<file path="src/rtl/boot_rel_pkg.sv">
package boot_rel_pkg;

    typedef enum logic [1:0] {
        ST_HOLD   = 2'd0,
        ST_SAMPLE = 2'd1,
        ST_RUN    = 2'd2
    } seq_state_t;

    typedef enum logic [1:0] {
        POL_ALL   = 2'd0,
        POL_HOST  = 2'd1,
        POL_CORE0 = 2'd2
    } rel_policy_t;

    typedef enum logic [2:0] {
        CLS_DIRECT = 3'd0,
        CLS_HOST   = 3'd1,
        CLS_ETH    = 3'd2,
        CLS_SERIAL = 3'd3,
        CLS_CELL   = 3'd4,
        CLS_OTHER  = 3'd5
    } boot_class_t;

    localparam logic [3:0] REG_BC     = 4'h0;
    localparam logic [3:0] REG_LMODE  = 4'h1;
    localparam logic [3:0] REG_STATUS = 4'h2;

    function automatic rel_policy_t policy_of(input logic [3:0] m);
        if (m == 4'd0)      return POL_ALL;
        else if (m == 4'd1) return POL_HOST;
        else                return POL_CORE0;
    endfunction

    function automatic boot_class_t class_of(input logic [3:0] m);
        case (m)
            4'd0:                        return CLS_DIRECT;
            4'd1:                        return CLS_HOST;
            4'd9, 4'd10:                 return CLS_ETH;
            4'd11, 4'd12, 4'd13, 4'd14:  return CLS_SERIAL;
            4'd5, 4'd6, 4'd7, 4'd8:      return CLS_CELL;
            default:                     return CLS_OTHER;
        endcase
    endfunction

endpackage

</file>
<file path="src/rtl/boot_seq_fsm.sv">
module boot_seq_fsm
    import boot_rel_pkg::*;
(
    input  logic       clk,
    input  logic       por_n,
    input  logic       warm_req,
    input  logic       sys_req,
    input  logic [3:0] mode_pins,
    output logic [3:0] mode_o,
    output logic       clear_all,
    output logic       release_go,
    output logic       running
);

    seq_state_t state_q;
    logic       use_pins_q;
    logic [3:0] mode_q;
    logic       restart;

    assign restart = warm_req | sys_req;
    assign mode_o  = mode_q;

    always_ff @(posedge clk or negedge por_n) begin
        if (!por_n) begin
            state_q <= ST_HOLD;
        end else if (restart) begin
            state_q <= ST_HOLD;
        end else begin
            unique case (state_q)
                ST_HOLD:   state_q <= ST_SAMPLE;
                ST_SAMPLE: state_q <= ST_RUN;
                ST_RUN:    state_q <= ST_RUN;
                default:   state_q <= ST_HOLD;
            endcase
        end
    end

    // Reset cause: warm outranks system when both arrive together
    always_ff @(posedge clk or negedge por_n) begin
        if (!por_n) begin
            use_pins_q <= 1'b1;
        end else if (warm_req) begin
            use_pins_q <= 1'b1;
        end else if (sys_req) begin
            use_pins_q <= 1'b0;
        end
    end

    always_ff @(posedge clk or negedge por_n) begin
        if (!por_n) begin
            mode_q <= 4'd0;
        end else if (state_q == ST_HOLD && !restart && use_pins_q) begin
            mode_q <= mode_pins;
        end
    end

    always_comb begin
        clear_all  = 1'b0;
        release_go = 1'b0;
        running    = 1'b0;
        unique case (state_q)
            ST_HOLD:   clear_all  = 1'b1;
            ST_SAMPLE: release_go = 1'b1;
            ST_RUN:    running    = 1'b1;
            default:   clear_all  = 1'b1;
        endcase
    end

    AST_SAMPLE_TO_RUN: assert property (@(posedge clk) disable iff (!por_n)
        (state_q == ST_SAMPLE && !restart) |=> (state_q == ST_RUN));

    AST_KEEP_LATCHED_MODE: assert property (@(posedge clk) disable iff (!por_n)
        (state_q == ST_HOLD && !use_pins_q && !warm_req) |=> $stable(mode_q));

    AST_RESTART_HOLD: assert property (@(posedge clk) disable iff (!por_n)
        restart |=> (state_q == ST_HOLD));

endmodule

</file>
<file path="src/rtl/core_slot.sv">
module core_slot #(
    parameter int               START_W    = 32,
    parameter logic [START_W-1:0] RESET_ADDR = 32'h0080_0000
) (
    input  logic               clk,
    input  logic               por_n,
    input  logic               clear_all,
    input  logic               release_go,
    input  logic               release_me,
    input  logic [START_W-1:0] def_addr,
    input  logic               running,
    input  logic               set_bc,
    input  logic               host_mode,
    input  logic               local_rst,
    input  logic               addr_we,
    input  logic [START_W-1:0] addr_wdata,
    output logic               run,
    output logic               bc,
    output logic [START_W-1:0] start_addr
);

    logic               bc_q;
    logic               lrst_q;
    logic [START_W-1:0] addr_q;
    logic               lrst_host;

    assign lrst_host = running & local_rst & host_mode;

    always_ff @(posedge clk or negedge por_n) begin
        if (!por_n) begin
            bc_q <= 1'b0;
        end else if (clear_all) begin
            bc_q <= 1'b0;
        end else if (release_go) begin
            bc_q <= release_me;
        end else if (lrst_host) begin
            bc_q <= 1'b0;
        end else if (running && set_bc) begin
            bc_q <= 1'b1;
        end
    end

    always_ff @(posedge clk or negedge por_n) begin
        if (!por_n) begin
            lrst_q <= 1'b0;
        end else begin
            lrst_q <= running & local_rst & ~host_mode;
        end
    end

    always_ff @(posedge clk or negedge por_n) begin
        if (!por_n) begin
            addr_q <= RESET_ADDR;
        end else if (release_go) begin
            addr_q <= def_addr;
        end else if (addr_we && !run) begin
            addr_q <= addr_wdata;
        end
    end

    assign run        = running & bc_q & ~lrst_q;
    assign bc         = bc_q;
    assign start_addr = addr_q;

    AST_BC_STICKY: assert property (@(posedge clk) disable iff (!por_n)
        (running && bc_q && !lrst_host) |=> bc_q);

    AST_ADDR_FROZEN: assert property (@(posedge clk) disable iff (!por_n)
        run |=> $stable(addr_q));

    AST_IMM_DIP: assert property (@(posedge clk) disable iff (!por_n)
        (running && local_rst && !host_mode) |=> !run);

endmodule

</file>
<file path="src/rtl/boot_reg_if.sv">
module boot_reg_if
    import boot_rel_pkg::*;
#(
    parameter int NUM_CORES = 6,
    parameter int DATA_W    = 32,
    parameter int START_W   = 32
) (
    input  logic                         clk,
    input  logic                         por_n,
    input  logic                         clear_all,
    input  logic                         running,
    input  logic                         reg_wr,
    input  logic [3:0]                   reg_addr,
    input  logic [DATA_W-1:0]            reg_wdata,
    input  logic [NUM_CORES-1:0]         bc_vec,
    input  logic [3:0]                   mode_q,
    input  logic [NUM_CORES*START_W-1:0] addr_flat,
    output logic [NUM_CORES-1:0]         set_bc,
    output logic [NUM_CORES-1:0]         host_mode,
    output logic [NUM_CORES-1:0]         addr_we,
    output logic [DATA_W-1:0]            reg_rdata
);

    logic [NUM_CORES-1:0] lmode_q;
    logic                 wr_ok;

    assign wr_ok     = running & reg_wr;
    assign set_bc    = (wr_ok && reg_addr == REG_BC) ? reg_wdata[NUM_CORES-1:0] : '0;
    assign host_mode = lmode_q;

    always_ff @(posedge clk or negedge por_n) begin
        if (!por_n) begin
            lmode_q <= '0;
        end else if (clear_all) begin
            lmode_q <= '0;
        end else if (wr_ok && reg_addr == REG_LMODE) begin
            lmode_q <= reg_wdata[NUM_CORES-1:0];
        end
    end

    for (genvar g = 0; g < NUM_CORES; g++) begin : g_we
        assign addr_we[g] = wr_ok & reg_addr[3] & (reg_addr[2:0] == 3'(g));
    end

    always_comb begin
        reg_rdata = '0;
        if (reg_addr[3]) begin
            for (int i = 0; i < NUM_CORES; i++) begin
                if (reg_addr[2:0] == 3'(i)) begin
                    reg_rdata[START_W-1:0] = addr_flat[i*START_W +: START_W];
                end
            end
        end else if (reg_addr == REG_BC) begin
            reg_rdata[NUM_CORES-1:0] = bc_vec;
        end else if (reg_addr == REG_LMODE) begin
            reg_rdata[NUM_CORES-1:0] = lmode_q;
        end else if (reg_addr == REG_STATUS) begin
            reg_rdata[3:0] = mode_q;
            reg_rdata[6:4] = class_of(mode_q);
        end
    end

    AST_LMODE_CLEARED: assert property (@(posedge clk) disable iff (!por_n)
        clear_all |=> (lmode_q == '0));

endmodule

</file>
<file path="src/rtl/boot_release_ctrl.sv">
module boot_release_ctrl
    import boot_rel_pkg::*;
#(
    parameter int                 NUM_CORES  = 6,
    parameter int                 DATA_W     = 32,
    parameter int                 START_W    = 32,
    parameter logic [START_W-1:0] BASE_ADDR  = 32'h0080_0000,
    parameter logic [START_W-1:0] CORE0_ALT  = 32'h0010_0000
) (
    input  logic                         clk,
    input  logic                         por_n,
    input  logic                         warm_rst_req,
    input  logic                         sys_rst_req,
    input  logic [3:0]                   mode_pins,
    input  logic [NUM_CORES-1:0]         local_rst,
    input  logic                         reg_wr,
    input  logic [3:0]                   reg_addr,
    input  logic [DATA_W-1:0]            reg_wdata,
    output logic [DATA_W-1:0]            reg_rdata,
    output logic [NUM_CORES-1:0]         core_run,
    output logic [NUM_CORES*START_W-1:0] core_start_addr,
    output logic                         boot_active
);

    localparam logic [NUM_CORES-1:0] ALL_ONES = {NUM_CORES{1'b1}};

    logic [3:0]           mode_q;
    logic                 clear_all;
    logic                 release_go;
    logic                 running;
    rel_policy_t          policy;
    logic [NUM_CORES-1:0] bc_vec;
    logic [NUM_CORES-1:0] set_bc;
    logic [NUM_CORES-1:0] host_mode;
    logic [NUM_CORES-1:0] addr_we;

    boot_seq_fsm u_seq (
        .clk        (clk),
        .por_n      (por_n),
        .warm_req   (warm_rst_req),
        .sys_req    (sys_rst_req),
        .mode_pins  (mode_pins),
        .mode_o     (mode_q),
        .clear_all  (clear_all),
        .release_go (release_go),
        .running    (running)
    );

    assign policy = policy_of(mode_q);

    for (genvar g = 0; g < NUM_CORES; g++) begin : g_core
        logic               rel_me;
        logic [START_W-1:0] dflt;

        if (g == 0) begin : g_lead
            assign rel_me = (policy == POL_ALL) || (policy == POL_CORE0);
            assign dflt   = (policy == POL_CORE0) ? CORE0_ALT : BASE_ADDR;
        end else begin : g_follow
            assign rel_me = (policy == POL_ALL);
            assign dflt   = BASE_ADDR;
        end

        core_slot #(
            .START_W    (START_W),
            .RESET_ADDR (BASE_ADDR)
        ) u_slot (
            .clk        (clk),
            .por_n      (por_n),
            .clear_all  (clear_all),
            .release_go (release_go),
            .release_me (rel_me),
            .def_addr   (dflt),
            .running    (running),
            .set_bc     (set_bc[g]),
            .host_mode  (host_mode[g]),
            .local_rst  (local_rst[g]),
            .addr_we    (addr_we[g]),
            .addr_wdata (reg_wdata[START_W-1:0]),
            .run        (core_run[g]),
            .bc         (bc_vec[g]),
            .start_addr (core_start_addr[g*START_W +: START_W])
        );
    end

    boot_reg_if #(
        .NUM_CORES (NUM_CORES),
        .DATA_W    (DATA_W),
        .START_W   (START_W)
    ) u_regs (
        .clk       (clk),
        .por_n     (por_n),
        .clear_all (clear_all),
        .running   (running),
        .reg_wr    (reg_wr),
        .reg_addr  (reg_addr),
        .reg_wdata (reg_wdata),
        .bc_vec    (bc_vec),
        .mode_q    (mode_q),
        .addr_flat (core_start_addr),
        .set_bc    (set_bc),
        .host_mode (host_mode),
        .addr_we   (addr_we),
        .reg_rdata (reg_rdata)
    );

    assign boot_active = ~running | ~(&bc_vec);

    AST_HOLD_NONE_RUN: assert property (@(posedge clk) disable iff (!por_n)
        clear_all |-> (core_run == '0));

    AST_ACTIVE_FALL_ALL_RUN: assert property (@(posedge clk) disable iff (!por_n)
        $fell(boot_active) |-> (core_run == ALL_ONES));

    AST_MODE0_ALL: assert property (@(posedge clk) disable iff (!por_n)
        (release_go && policy == POL_ALL && !warm_rst_req && !sys_rst_req)
        |=> (core_run == ALL_ONES));

    AST_HOST_NONE: assert property (@(posedge clk) disable iff (!por_n)
        (release_go && policy == POL_HOST && !warm_rst_req && !sys_rst_req)
        |=> (core_run == '0));

    AST_CORE0_ONLY: assert property (@(posedge clk) disable iff (!por_n)
        (release_go && policy == POL_CORE0 && !warm_rst_req && !sys_rst_req)
        |=> (core_run == NUM_CORES'(1)));

endmodule

</file>
<file path="config.mk">
export PLATFORM = sky130hd
export DESIGN_NAME = boot_release_ctrl
export DESIGN_NICKNAME = d
export VERILOG_FILES = /design/src/rtl/boot_rel_pkg.sv /design/src/rtl/boot_seq_fsm.sv /design/src/rtl/core_slot.sv /design/src/rtl/boot_reg_if.sv /design/src/rtl/boot_release_ctrl.sv
export SDC_FILE = /design/constraint.sdc
export NUM_CORES = 1
export LEC_CHECK = 0
export ABC_AREA = 1
export BUFFER_PORTS_ARGS = -buffer_cell sky130_fd_sc_hd__buf_2
export CAP_MARGIN = 20
export CELL_PAD_IN_SITES_DETAIL_PLACEMENT = 0
export CELL_PAD_IN_SITES_GLOBAL_PLACEMENT = 2
export CORE_AREA = 2 2 187 189
export CTS_CLUSTER_SIZE = 20
export DETAILED_ROUTE_END_ITERATION = 10
export DIE_AREA = 0 0 189 191
export HOLD_SLACK_MARGIN = 0.05
export PLACE_DENSITY = 0.87
export SLEW_MARGIN = 20
export SYNTH_ARGS = -nofsm -noshare
export SYNTH_HDL_FRONTEND = slang
export SYNTH_SLANG_ARGS = --single-unit
</file>
<file path="constraint.sdc">
create_clock -name clk -period 2.38 [get_ports clk]
set_input_delay 0 -clock clk [delete_from_list [all_inputs] [get_ports clk]]
set_output_delay 0 -clock clk [all_outputs]
set_load 0.005 [all_outputs]
</file>
Yosys cells after proc, flatten, opt, wreduce, memory -nomap -nowiden
Memories as Yosys holds them, arrays and structs flattened.
Cells that the tools add are included.

operators by class
  bitwise gates (word level) = 54
  eq/ne operators = 18
  reductions and logical operators = 38
  muxes and demuxes = 61

operators with widths
  kind                                                   number
  2-to-1 mux 32 bit                                      18
  bitwise AND 1 bit                                      38
  2-to-1 mux 1 bit                                       30
  2-to-1 mux 6 bit                                       5
  2-to-1 mux 25 bit                                      1
  2-to-1 mux 24 bit                                      1
  inequality test 4 x 1 -> 1 bit, second input constant  6
  logical AND 1 bit                                      16
  2-to-1 mux 7 bit                                       2
  inverter 1 bit                                         14
  nonzero test 2 bit                                     7
  == test 4 x 1 -> 1 bit, second input constant          2
  zero test 4 bit                                        2
  zero test 1 bit                                        7
  == test 3 x 2 -> 1 bit, second input constant          2
  == test 3 bit, second input constant                   2
  2-to-1 mux 2 bit                                       3
  AND reduction 6 bit                                    1
  == test 2 bit, second input constant                   2
  == test 4 x 2 -> 1 bit, second input constant          1
  zero test 2 bit                                        2
  case mux 2 bit (2 select lines)                        1
  == test 3 x 1 -> 1 bit, second input constant          1
  zero test 3 bit                                        1
  other kinds (5)                                        6

storage, ports and cells
  bits of input ports = 51
  memories = 1
  bits in registers = 217
  ROM bits = 48

memories
  memory           words  width  read ports  clocked after memory_dff  wr ports  RTL line            RTL
  (no name shown)  16     3      1           0                         0         boot_rel_pkg.sv:35  case (m)

Depth between registers and ports, before layout
  word-level depth = 10
  mapped depth = 11
  mapped depth without buffers = 9

Hierarchy
From an unflattened synthesis, not the netlist that was laid out.

second synthesis, totals
  cell total of the unflattened synthesis = 2063
  area, all modules = 13533.0 µm²

by module, submodules not included
  module             times used  sequential area each (µm²)  cells an instance  area an instance (µm²)
  core_slot          6           852.1                       258                1840.5
  boot_reg_if        1           150.1                       465                2085.8
  boot_seq_fsm       1           176.4                       32                 332.8
  boot_release_ctrl  1           0.0                         18                 71.3

Worst setup path before layout
OpenSTA, ideal clock, no wires.

  path kind = register -> register
  start = register u_seq.state_q[0]
  end = register g_core[0].u_slot.addr_q[12]
  cell stages (with the launch flop) = 11
  clock period less this slack = 1683 ps
  data arrival time = 1554 ps
  path slack = 697 ps
  path through = dfrtp_1 > inv_1 > ha_1 > nand2_1 > nor2_4 > nand3_1 > nand2_2 > inv_2 > buf_4 > nand2_1 > o21ai_0

between the ends
  longest elaborated chain between the ends = 7
  elaborated cells on any way between the ends = 13

ends and longest elaborated chain
  item                                                  RTL line                            RTL
  from (decl)                                           boot_seq_fsm.sv:15                  seq_state_t state_q;
  from (signal assigned)                                boot_seq_fsm.sv:25                  state_q <= ST_HOLD;
  from (signal assigned)                                boot_seq_fsm.sv:27                  state_q <= ST_HOLD;
  from (signal assigned)                                boot_seq_fsm.sv:30                  ST_HOLD: state_q <= ST_SAMPLE;
  == test 2 bit                                         boot_seq_fsm.sv:61                  unique case (state_q)
  2-to-1 mux 1 bit                                      boot_seq_fsm.sv:61
  bitwise AND 1 bit, on equally long branches           boot_reg_if.sv:27, core_slot.sv:61
  bitwise AND 1 bit, on equally long branches           boot_reg_if.sv:42, core_slot.sv:61
  bitwise AND 1 bit or zero test 1 bit (tied branches)  boot_reg_if.sv:42, core_slot.sv:56
  logical AND 1 bit                                     core_slot.sv:56                     end else if (addr_we && !run) begin
  nonzero test 2 bit (no source line)                   --
  to (signal assigned)                                  core_slot.sv:55                     addr_q <= def_addr;
  to (signal assigned)                                  core_slot.sv:57                     addr_q <= addr_wdata;
  to (decl)                                             core_slot.sv:24                     logic [START_W-1:0] addr_q;

Parallel ways exist; a longest one is shown, timed or not.
A chain may end at the register's enable or synchronous reset.

Final worst setup path
  start = register u_seq.state_q[0]
  end = register u_regs.lmode_q[5], in the netlist u_regs.host_mode[5]

between the ends
  longest elaborated chain between the ends = 5
  elaborated cells on any way between the ends = 8

ends and longest elaborated chain
  item                                             RTL line            RTL
  == test 2 bit                                    boot_seq_fsm.sv:61
  2-to-1 mux 1 bit                                 boot_seq_fsm.sv:61
  bitwise AND 1 bit                                boot_reg_if.sv:27   assign wr_ok = running & reg_wr;
  logical AND 1 bit                                boot_reg_if.sv:36   end else if (wr_ok && reg_addr == REG_LMODE) begin
  inequality test 2 x 1 -> 1 bit (no source line)  --
  to (signal assigned)                             boot_reg_if.sv:37   lmode_q <= reg_wdata[NUM_CORES-1:0];
  to (decl)                                        boot_reg_if.sv:24   logic [NUM_CORES-1:0] lmode_q;

Parallel ways exist; a longest one is shown, timed or not.

==> flow_summary.ini <==
[logic_synthesis]
async_reset_ff_share_pct = 100
ys_top_cells_by_count = nand2_1 (364), o21ai_0 (229), dfrtp_1 (210)
synth_cell_type_count = 33
synth_top_cell_by_area = dfrtp_1
synth_edf_count = 0
syn_inst = 1216
syn-num-nets = 1270
synth_flop_cell = dfrtp_1
synth_top_area_share_pct = 52.1
synth.area.top_cells = dfrtp_1 (52%), nand2_1 (14%), o21ai_0 (11%)
synth_warnings = 0
syn_avg_cell_area_um2 = 8.30
ys_seq_elements = 217
yosysMostFrequentCell = nand2_1
syn-cell-area_um2 = 10100
seq_area_frac_synth_pct = 53.9

[global_routing]
antenna_found_initial = 2
grt_max_degree = 70
grt_use_total_pct = 20.8
grt_pass1_vias = 9352
grt_pass1_wl_um = 57500
gr-total-overflow = 0

[die]
core-area_um2 = 34100
boundaryPins = 282
die_area_um2 = 36100
start_util_pct = 29.6
die_y_um = 191
row_count = 68
die_w_um = 189

[clock_tree]
clockBufferDepth = 3
clkLatencyLatePin_ns = 0.52
clock_sinks = 217
cts_max_level = 1
cts_tree = done
root_buffer = clkbuf_16
cts-buffers-inserted = 25
clkTransAtPathRegs_ns = 0.06

[detailed_routing]
routed_via_density = 4.85
first_pass_iters = 5
highest_layer = met4
drt_iter0_drc = 766
vias = 9710
wl_met3_um = 3140
routedWlPerCell_um = 19.0
finalWirelength_um = 38100
postRouteAntennaNets = 0
met2WireLength_um = 17300
drc_errors = 0
m1WireLength_um = 16500

[setup_path]
crit_required_ns = 2.84
path_class = flop to flop
crit_path_max_fanout = 14
rr_worst_depth = 8
critPathArrivalTime_ns = 2.60
end_kind = flop
start_kind = flop

[flow_run]
cap_violations = 0

[power_and_ir_drop]
powerDensity_nw_per_um2 = 833
finalPower_w = 0.0111
p_leak_nw = 6.71
vdd_drop_max_mv = 0.466

[timing]
setup-tns-final_ns = 0
fin_ws_ns = 0.235
finalHoldViolCount = 0
setup_viol = 0
holdWs_ns = 0.250
fin_crit_sh_pct = 90.1
skew_ns = 0.0141
worst_pin_slew_ns = 0.707
finalCriticalPeriod_ns = 2.14
rsz0062_at_grt = no
slew_headroom_pct = 52.7
drv_slew = 0
max_freq_mhz = 466

[min_path]
min_path_cells = 4
hp-class = primary input to flop

[placed_design]
gp_congestion = 0.861
dp_slack_ns = 0.283
portBuffers = 281
place_hpwl_um = 26500

[run_status]
status = finished, final reports clean

[cells_and_area]
syn2layout_area_growth_pct = 31.7
drive_above_1_share_pct = 25.0
final_util_pct = 39.0
nets = 1583
-- registers in the layout, summed over array words and instances (netlist names) --
signal / count
g_core.u_slot.lrst_q: 6
u_seq.use_pins_q: 1
u_seq.mode_o: 4
g_core.u_slot.start_addr: 192
g_core.u_slot.bc: 6
u_regs.host_mode: 6
u_seq.state_q: 2
-- cells in the final DEF, fill, tap and decap left out, drive strengths merged --
master	netlist	layout
nand4	16	16
or2	2	2
dfstp	7	7
inv	63	63
o22ai	11	11
clkinv	0	4
nor3	1	1
clkbuf	22	35
o21ai	272	272
buf	53	310
a21o	1	1
diode	0	2
nand2	369	369
a21oi	57	57
nor4	1	1
ha	3	3
bufinv	0	2
nand3	43	43
dlygate4sd3	0	51
nor2	80	80
o211ai	2	2
dfrtp	210	210
a31oi	2	2
nand3b	1	1
clkinvlp	0	2
-- cell families (layout without fill, tap and decap cells) --
logic type / count (synthesis) / after routing / synth area share (%)
buffers and inverters: 138 / 467 / 6.72
AO/OA/AOI/OAI: 345 / 345 / 17.9
AND/OR/NAND/NOR: 513 / 513 / 21.1
other: 0 / 2 / 0
adder cells (fa/ha/maj): 3 / 3 / 0.372
flip-flops: 217 / 217 / 53.9
-- through the flow --
step           std cells  area, um2
2_1_floorplan       1216      10100
3_3_place_gp        1905      12000
3_5_place_dp        1905      12000
4_1_cts             1999      13300
5_1_grt             2002      13300
6_report            2002      13300
-- power by group --
part	total, W	switching (W)	internal, W
Sequential	0.00497	0.000613	0.00436
Combinational	0.00228	0.00132	0.000965
Clock	0.00382	0.00155	0.00227
Total	0.0111	0.00348	0.00759
-- final cells by class --
cell class,instances,area (um2)
Fill cell,3552,20800
Inverter,63,239
Multi-Input combinational cell,861,3980
Antenna cell,2,5.00
Clock buffer,35,703
Timing Repair Buffer,361,2260
Clock inverter,8,98.8
Tap cell,455,569
Sequential cell,217,5440
-- worst max-delay path, stage by stage (launching register included) --
cell and delay [ns]:
dfrtp_1 0.38, inv_1 0.08, ha_1 0.28, buf_4 0.25
buf_4 0.16, nand4_1 0.07, buf_4 0.18, o22ai_1 0.11
dlygate4sd3_1 0.57
-- layer usage --
| layer | track usage, % | vias to the layer above |
|---|---|---|
| met4 | 6.85 | 0 |
| li1 | - | 4646 |
| met1 | 27.9 | 4617 |
| met3 | 4.50 | 64 |
| met2 | 33.2 | 383 |
| met5 | 0 | - |
-- final timing paths --
path / from / end / slack [ns]
max: u_seq.state_q[0] / u_regs.host_mode[5] / 0.24
min: local_rst[3] / g_core[3].u_slot.lrst_q / 0.25
max reg2reg: u_seq.state_q[0] / u_regs.host_mode[5] / 0.24
min reg2reg: u_regs.host_mode[5] / g_core[5].u_slot.lrst_q / 0.45
max in group asynchronous: por_n / g_core[5].u_slot.start_addr[9] / 0.89
min in group asynchronous: por_n / g_core[2].u_slot.start_addr[10] / 0.57
-- timing repair --
action	CTS	global route
hold endpoints to repair	424	0
endpoints found under the setup margin	0	2
gates resized for setup	0	1
buffers inserted	0	1
hold buffers	51	0
Power figures use the tool's default switching activity.
